[src/rtl/pgw_pkg.sv]
package pgw_pkg;
  typedef enum logic [2:0] {
    S_IDLE,
    S_RD_DIR,
    S_WB_DIR,
    S_RD_TBL,
    S_WB_TBL
  } walk_st_t;

  localparam int unsigned B_PRES  = 0;
  localparam int unsigned B_WRITE = 1;
  localparam int unsigned B_USER  = 2;
  localparam int unsigned B_ACC   = 5;
  localparam int unsigned B_DIRTY = 6;
  localparam int unsigned B_LARGE = 7;
endpackage

[src/rtl/pgw_check.sv]
// Entry checker: presence, privilege and write permission, plus flag update.
module pgw_check
  import pgw_pkg::*;
#(
  parameter int unsigned EW = 32
) (
  input  logic [EW-1:0] entry,
  input  logic          is_final,
  input  logic          acc_wr,
  input  logic          acc_usr,
  output logic          pass,
  output logic          prot,
  output logic [EW-1:0] upd_entry,
  output logic          need_wb
);
  logic present;
  logic perm_ok;

  always_comb begin
    present   = entry[B_PRES];
    // a supervisor access ignores the write bit
    perm_ok   = (!acc_usr || entry[B_USER]) &&
                (!(acc_usr && acc_wr) || entry[B_WRITE]);
    pass      = present && perm_ok;
    prot      = present && !perm_ok;
    upd_entry = entry;
    upd_entry[B_ACC] = 1'b1;
    if (is_final && acc_wr) upd_entry[B_DIRTY] = 1'b1;
    need_wb   = (upd_entry != entry);
  end
endmodule

[src/rtl/pgw_walk.sv]
// Walk sequencer: memory port, state, registered results.
module pgw_walk
  import pgw_pkg::*;
#(
  parameter int unsigned DIR_W = 10,
  parameter int unsigned TBL_W = 10,
  parameter int unsigned OFF_W = 12
) (
  input  logic             clk,
  input  logic             rst,
  input  logic [DIR_W+TBL_W+OFF_W-1:0] dir_base,
  input  logic             req_valid,
  input  logic [DIR_W+TBL_W+OFF_W-1:0] req_vaddr,
  input  logic             req_write,
  input  logic             req_user,
  output logic             busy,
  output logic             done,
  output logic             fault,
  output logic [DIR_W+TBL_W+OFF_W-1:0] paddr,
  output logic [2:0]       fault_code,
  output logic             mem_req,
  output logic             mem_we,
  output logic [DIR_W+TBL_W+OFF_W-1:0] mem_addr,
  output logic [DIR_W+TBL_W+OFF_W-1:0] mem_wdata,
  input  logic             mem_ack,
  input  logic [DIR_W+TBL_W+OFF_W-1:0] mem_rdata,
  output logic             chk_final,
  output logic             chk_wr,
  output logic             chk_usr,
  input  logic             chk_pass,
  input  logic             chk_prot,
  input  logic [DIR_W+TBL_W+OFF_W-1:0] chk_upd,
  input  logic             chk_wb
);
  localparam int unsigned AW    = DIR_W + TBL_W + OFF_W;
  localparam int unsigned LG_LO = OFF_W + TBL_W;

  walk_st_t        st;
  logic [AW-1:0]   va_q;
  logic            wr_q;
  logic            usr_q;
  logic            lg_q;
  logic [AW-1:0]   ent_q;

  function automatic logic [AW-1:0] dir_addr(input logic [AW-1:0] base,
                                             input logic [AW-1:0] va);
    return {base[AW-1:OFF_W], {OFF_W{1'b0}}} |
           AW'({va[AW-1 -: DIR_W], 2'b00});
  endfunction

  function automatic logic [AW-1:0] tbl_addr(input logic [AW-1:0] e,
                                             input logic [AW-1:0] va);
    return {e[AW-1:OFF_W], {OFF_W{1'b0}}} |
           AW'({va[LG_LO-1 -: TBL_W], 2'b00});
  endfunction

  assign chk_final = (st == S_RD_TBL) || mem_rdata[B_LARGE];
  assign chk_wr    = wr_q;
  assign chk_usr   = usr_q;

  always_ff @(posedge clk) begin
    if (rst) begin
      st         <= S_IDLE;
      va_q       <= '0;
      wr_q       <= 1'b0;
      usr_q      <= 1'b0;
      lg_q       <= 1'b0;
      ent_q      <= '0;
      busy       <= 1'b0;
      done       <= 1'b0;
      fault      <= 1'b0;
      paddr      <= '0;
      fault_code <= '0;
      mem_req    <= 1'b0;
      mem_we     <= 1'b0;
      mem_addr   <= '0;
      mem_wdata  <= '0;
    end else begin
      done  <= 1'b0;
      fault <= 1'b0;
      case (st)
        S_IDLE: begin
          if (req_valid) begin
            va_q     <= req_vaddr;
            wr_q     <= req_write;
            usr_q    <= req_user;
            busy     <= 1'b1;
            mem_req  <= 1'b1;
            mem_we   <= 1'b0;
            mem_addr <= dir_addr(dir_base, req_vaddr);
            st       <= S_RD_DIR;
          end
        end
        S_RD_DIR: begin
          if (mem_ack) begin
            if (!chk_pass) begin
              fault      <= 1'b1;
              fault_code <= {usr_q, wr_q, chk_prot};
              busy       <= 1'b0;
              mem_req    <= 1'b0;
              st         <= S_IDLE;
            end else begin
              ent_q <= chk_upd;
              lg_q  <= mem_rdata[B_LARGE];
              if (chk_wb) begin
                mem_we    <= 1'b1;
                mem_wdata <= chk_upd;
                st        <= S_WB_DIR;
              end else if (mem_rdata[B_LARGE]) begin
                done    <= 1'b1;
                paddr   <= {mem_rdata[AW-1:LG_LO], va_q[LG_LO-1:0]};
                busy    <= 1'b0;
                mem_req <= 1'b0;
                st      <= S_IDLE;
              end else begin
                mem_addr <= tbl_addr(mem_rdata, va_q);
                st       <= S_RD_TBL;
              end
            end
          end
        end
        S_WB_DIR: begin
          if (mem_ack) begin
            mem_we <= 1'b0;
            if (lg_q) begin
              done    <= 1'b1;
              paddr   <= {ent_q[AW-1:LG_LO], va_q[LG_LO-1:0]};
              busy    <= 1'b0;
              mem_req <= 1'b0;
              st      <= S_IDLE;
            end else begin
              mem_addr <= tbl_addr(ent_q, va_q);
              st       <= S_RD_TBL;
            end
          end
        end
        S_RD_TBL: begin
          if (mem_ack) begin
            if (!chk_pass) begin
              fault      <= 1'b1;
              fault_code <= {usr_q, wr_q, chk_prot};
              busy       <= 1'b0;
              mem_req    <= 1'b0;
              st         <= S_IDLE;
            end else if (chk_wb) begin
              ent_q     <= chk_upd;
              mem_we    <= 1'b1;
              mem_wdata <= chk_upd;
              st        <= S_WB_TBL;
            end else begin
              done    <= 1'b1;
              paddr   <= {mem_rdata[AW-1:OFF_W], va_q[OFF_W-1:0]};
              busy    <= 1'b0;
              mem_req <= 1'b0;
              st      <= S_IDLE;
            end
          end
        end
        S_WB_TBL: begin
          if (mem_ack) begin
            done    <= 1'b1;
            paddr   <= {ent_q[AW-1:OFF_W], va_q[OFF_W-1:0]};
            busy    <= 1'b0;
            mem_req <= 1'b0;
            mem_we  <= 1'b0;
            st      <= S_IDLE;
          end
        end
        default: st <= S_IDLE;
      endcase
    end
  end


  hold_while_stalled_chk: assert property (@(posedge clk) disable iff (rst)
    (mem_req && !mem_ack) |=> (mem_req && $stable(mem_addr) &&
                               $stable(mem_we) && $stable(mem_wdata)));

  done_fault_excl_chk: assert property (@(posedge clk) disable iff (rst)
    !(done && fault));

  req_in_walk_chk: assert property (@(posedge clk) disable iff (rst)
    mem_req |-> busy);

  idle_on_finish_chk: assert property (@(posedge clk) disable iff (rst)
    (done || fault) |-> !busy);

  wb_sets_acc_chk: assert property (@(posedge clk) disable iff (rst)
    (mem_req && mem_we) |-> mem_wdata[B_ACC]);

  done_pulse_chk: assert property (@(posedge clk) disable iff (rst)
    done |=> !done);
endmodule

[src/rtl/pgw_top.sv]
module pgw_top
  import pgw_pkg::*;
#(
  parameter int unsigned DIR_W = 10,
  parameter int unsigned TBL_W = 10,
  parameter int unsigned OFF_W = 12
) (
  input  logic        clk,
  input  logic        rst,
  input  logic [31:0] dir_base,
  input  logic        req_valid,
  input  logic [31:0] req_vaddr,
  input  logic        req_write,
  input  logic        req_user,
  output logic        busy,
  output logic        done,
  output logic        fault,
  output logic [31:0] paddr,
  output logic [2:0]  fault_code,
  output logic        mem_req,
  output logic        mem_we,
  output logic [31:0] mem_addr,
  output logic [31:0] mem_wdata,
  input  logic        mem_ack,
  input  logic [31:0] mem_rdata
);
  localparam int unsigned AW = DIR_W + TBL_W + OFF_W;

  logic          chk_final;
  logic          chk_wr;
  logic          chk_usr;
  logic          chk_pass;
  logic          chk_prot;
  logic [AW-1:0] chk_upd;
  logic          chk_wb;

  pgw_check #(.EW(AW)) u_check (
    .entry     (mem_rdata),
    .is_final  (chk_final),
    .acc_wr    (chk_wr),
    .acc_usr   (chk_usr),
    .pass      (chk_pass),
    .prot      (chk_prot),
    .upd_entry (chk_upd),
    .need_wb   (chk_wb)
  );

  pgw_walk #(.DIR_W(DIR_W), .TBL_W(TBL_W), .OFF_W(OFF_W)) u_walk (
    .clk        (clk),
    .rst        (rst),
    .dir_base   (dir_base),
    .req_valid  (req_valid),
    .req_vaddr  (req_vaddr),
    .req_write  (req_write),
    .req_user   (req_user),
    .busy       (busy),
    .done       (done),
    .fault      (fault),
    .paddr      (paddr),
    .fault_code (fault_code),
    .mem_req    (mem_req),
    .mem_we     (mem_we),
    .mem_addr   (mem_addr),
    .mem_wdata  (mem_wdata),
    .mem_ack    (mem_ack),
    .mem_rdata  (mem_rdata),
    .chk_final  (chk_final),
    .chk_wr     (chk_wr),
    .chk_usr    (chk_usr),
    .chk_pass   (chk_pass),
    .chk_prot   (chk_prot),
    .chk_upd    (chk_upd),
    .chk_wb     (chk_wb)
  );
endmodule

[config.mk]
export PLATFORM = sky130hd
export DESIGN_NAME = pgw_top
export DESIGN_NICKNAME = d
export VERILOG_FILES = /design/src/rtl/pgw_pkg.sv /design/src/rtl/pgw_check.sv /design/src/rtl/pgw_walk.sv /design/src/rtl/pgw_top.sv
export SDC_FILE = /design/constraint.sdc
export NUM_CORES = 1
export LEC_CHECK = 0
export ABC_AREA = 1
export ABC_CLOCK_PERIOD_IN_PS = 1900
export BUFFER_PORTS_ARGS = -buffer_cell sky130_fd_sc_hd__buf_2
export CAP_MARGIN = 40
export CORE_MARGIN = 3
export CORE_UTILIZATION = 40
export DETAILED_ROUTE_END_ITERATION = 8
export GPL_ROUTABILITY_DRIVEN = 0
export PLACE_DENSITY_LB_ADDON = 0.3
export SYNTH_ARGS = -nofsm -noshare
export SYNTH_HDL_FRONTEND = slang
export SYNTH_SLANG_ARGS = --single-unit
[constraint.sdc]
create_clock -name clk -period 1.9 [get_ports clk]
set_clock_uncertainty 0.1 [all_clocks]
set_input_delay 0.38 -clock clk [delete_from_list [all_inputs] [get_ports clk]]
set_output_delay 0.38 -clock clk [all_outputs]
set_load 0.01 [all_outputs]
==> results.json <==
{
  "holdCritPathClass": "in -> reg",
  "synth_ff_type": "dfxtp_1",
  "setup_ws_ns": 0.0999,
  "dp_slack_ns": 0.0579,
  "vdd_drop_max_v": 0.000719,
  "io_pins": 206,
  "synthCells": 995,
  "start_util_pct": 41.0,
  "pwr-share-clk_pct": 33.7,
  "clk_pin_slew_ns": 0.06,
  "wirelength_mm": 21.8,
  "cellLeakagePower_nw": 4.12,
  "power.density_nw_per_um2": 1200,
  "fin_area_um2": 8890,
  "dp.cells": 1366,
  "nets": 1274,
  "ant_nets": 0,
  "wl_per_cell_um": 15.5,
  "arrival_ns": 2.01,
  "crit_fanout": 20,
  "grt_pass1_vias": 6362,
  "die_w_um": 137,
  "syn_avg_cell_area_um2": 6.86,
  "grt_usage_pct": 22.2,
  "power_frac_comb_pct": 30.3,
  "status": "complete, no violations",
  "grt_start_max_net_pins": 89,
  "finalSetupViolations": 0,
  "p_sw_mw": 3.52,
  "p_int_mw": 7.15,
  "area_growth_syn_to_layout_pct": 30.4,
  "first_iter_violations": 599,
  "yosys_warnings": 0,
  "worst_setup_path_start_kind": "register",
  "grt_pass1_wl_mm": 32.9,
  "finalCritPeriodShare_pct": 94.7,
  "drc_errors": 0,
  "finalMaxSlewViolations": 0,
  "instances_no_fill": 1406,
  "synth.most_common_cell": "nand2_1",
  "cts_tree": "yes",
  "cts-buffers-inserted": 17,
  "synth_area_leader_cell": "dfxtp_1",
  "yosysSeqAreaShare_pct": 43.7,
  "ctsHoldBuffers": 0,
  "final.min_clock_period_ns": 1.80,
  "clk_latency_ns": 0.42,
  "ys_types": 26,
  "via_per_inst": 5.11,
  "worstPathRequired_ns": 2.11,
  "cap_violations": 0,
  "core_um2": 16600,
  "dr_total_vias": 7187,
  "rows": 47,
  "grt-ovfl-total": 0,
  "firstDrtPassIters": 5,
  "hpwl_mm": 14.6,
  "p_seq_share_pct": 36.1,
  "fmax_mhz": 556,
  "cts.sinks": 149,
  "finalPower_mw": 10.7,
  "htree_levels": 4,
  "syn_area_um2": 6820,
  "placed_area_um2": 8120,
  "ys_ff_latch": 149,
  "port_buffers": 191,
  "drive_gt1_share_pct": 24.7,
  "async_flop_share_pct": 0,
  "synth_area_leaders": "dfxtp_1, a21oi_1, nand2_1, nor2_1, nand3_1",
  "clock_path_buffers": 2,
  "crit_type": "reg -> reg",
  "netlist_top_cells_count": "nand2_1, a21oi_1, nor2_1, dfxtp_1, nand3_1",
  "yosys.area.top_type_share_pct": 43.7,
  "synth_edf_count": 0,
  "antenna_found_initial": 3,
  "cp-end-kind": "register",
  "hold_violations": 0,
  "cts_root_buffer": "clkbuf_16",
  "swShare_pct": 33.0,
  "fp.dieH_um": 137,
  "design.die.area_um2": 18700
}
==> sequential cells by signal, indices dropped and copies added (netlist names), 3 cells and up <==
register and cells:
u_walk.ent_q 20, u_walk.mem_wdata 32, u_walk.st 3, u_walk.mem_addr 30, u_walk.paddr 32, u_walk.fault_code 3
u_walk.va_q 22
==> critical path, stage by stage, from the launching register on <==
cell,delay (ns)
dfxtp_2,0.42
inv_2,0.10
nand2_1,0.17
nor2_4,0.07
nand2_1,0.06
nand2_1,0.10
nor2_4,0.18
buf_12,0.15
buf_12,0.15
nand3_1,0.08
nand2_1,0.07
nor2_1,0.04
==> power by group through the flow <==
stage | sequential [mW] | clock (mW) | combinational (mW)
3_5_place_dp | 3.91 | 0 | 3.03
5_1_grt | 3.90 | 3.80 | 3.60
4_1_cts | 3.85 | 3.67 | 3.03
2_1_floorplan | 4.03 | 0 | 1.86
3_3_place_gp | 3.90 | 0 | 3.00
6_report | 3.85 | 3.59 | 3.23
==> cell type report <==
cell class                      count  area, um^2
Fill cell                        1667        7750
Clock inverter                     11         175
Timing Repair Buffer              235        1500
Clock buffer                       21         450
Sequential cell                   149        2990
Antenna cell                        1        2.50
Tap cell                          220         275
Multi-Input combinational cell    689        3200
Inverter                           80         300
==> final timing paths <==
path	startpoint	endpoint	slack (ns)	cells after the start
setup / recovery	u_walk.st[2]	u_walk.mem_addr[11]	0.1	11
hold / removal	req_vaddr[7]	u_walk.va_q[7]	0.08	3
setup reg to reg	u_walk.st[2]	u_walk.mem_addr[11]	0.1	11
hold reg to reg	u_walk.mem_wdata[0]	u_walk.mem_wdata[0]	0.35	2
==> layer usage <==
metal / share of wire (%) / GRT usage, %
met1: 45 / 30.4
met2: 45 / 33.3
met3: 7.8 / 6.80
met4: 2.3 / 7.56
met5: 0.12 / 0
==> cell families (layout without fill, tap and decap cells) <==
| group | count (synthesis) | count (layout) | share of synthesized area, % |
|---|---|---|---|
| and+or+nand+nor | 462 | 462 | 29.5 |
| buffers and inverters | 158 | 347 | 9.83 |
| AOI/OAI and AO/OA | 225 | 225 | 16.9 |
| DFF | 149 | 149 | 43.7 |
| other | 1 | 3 | 0.0550 |
==> stage by stage <==
stage	setup TNS, ns	utilization (%)	hold WS, ns
6_report	0	53.4	0.0792
5_1_grt	-0.0243	53.4	0.0834
4_1_cts	0	52.6	0.0657
3_5_place_dp	0	48.8	0.340
3_3_place_gp	0	48.8	0.334
2_1_floorplan	0	-	0.345
==> cells in the final DEF (no fill, tap or decap), drive strengths merged, types with 4 or more instances in the layout <==
cell and count:
a21oi 152, buf 233, bufinv 4, clkbuf 23
clkinv 5, dfxtp 149, inv 80, nand2 164
nand3 109, nand4 31, nor2 156, o21ai 51
o22ai 20
==> timing repair <==
item	4_1_cts	5_1_grt
gates resized for setup	0	11
setup buffers	0	3
setup endpoints to repair	0	94
No activity file was read; power rests on OpenSTA's default activity.
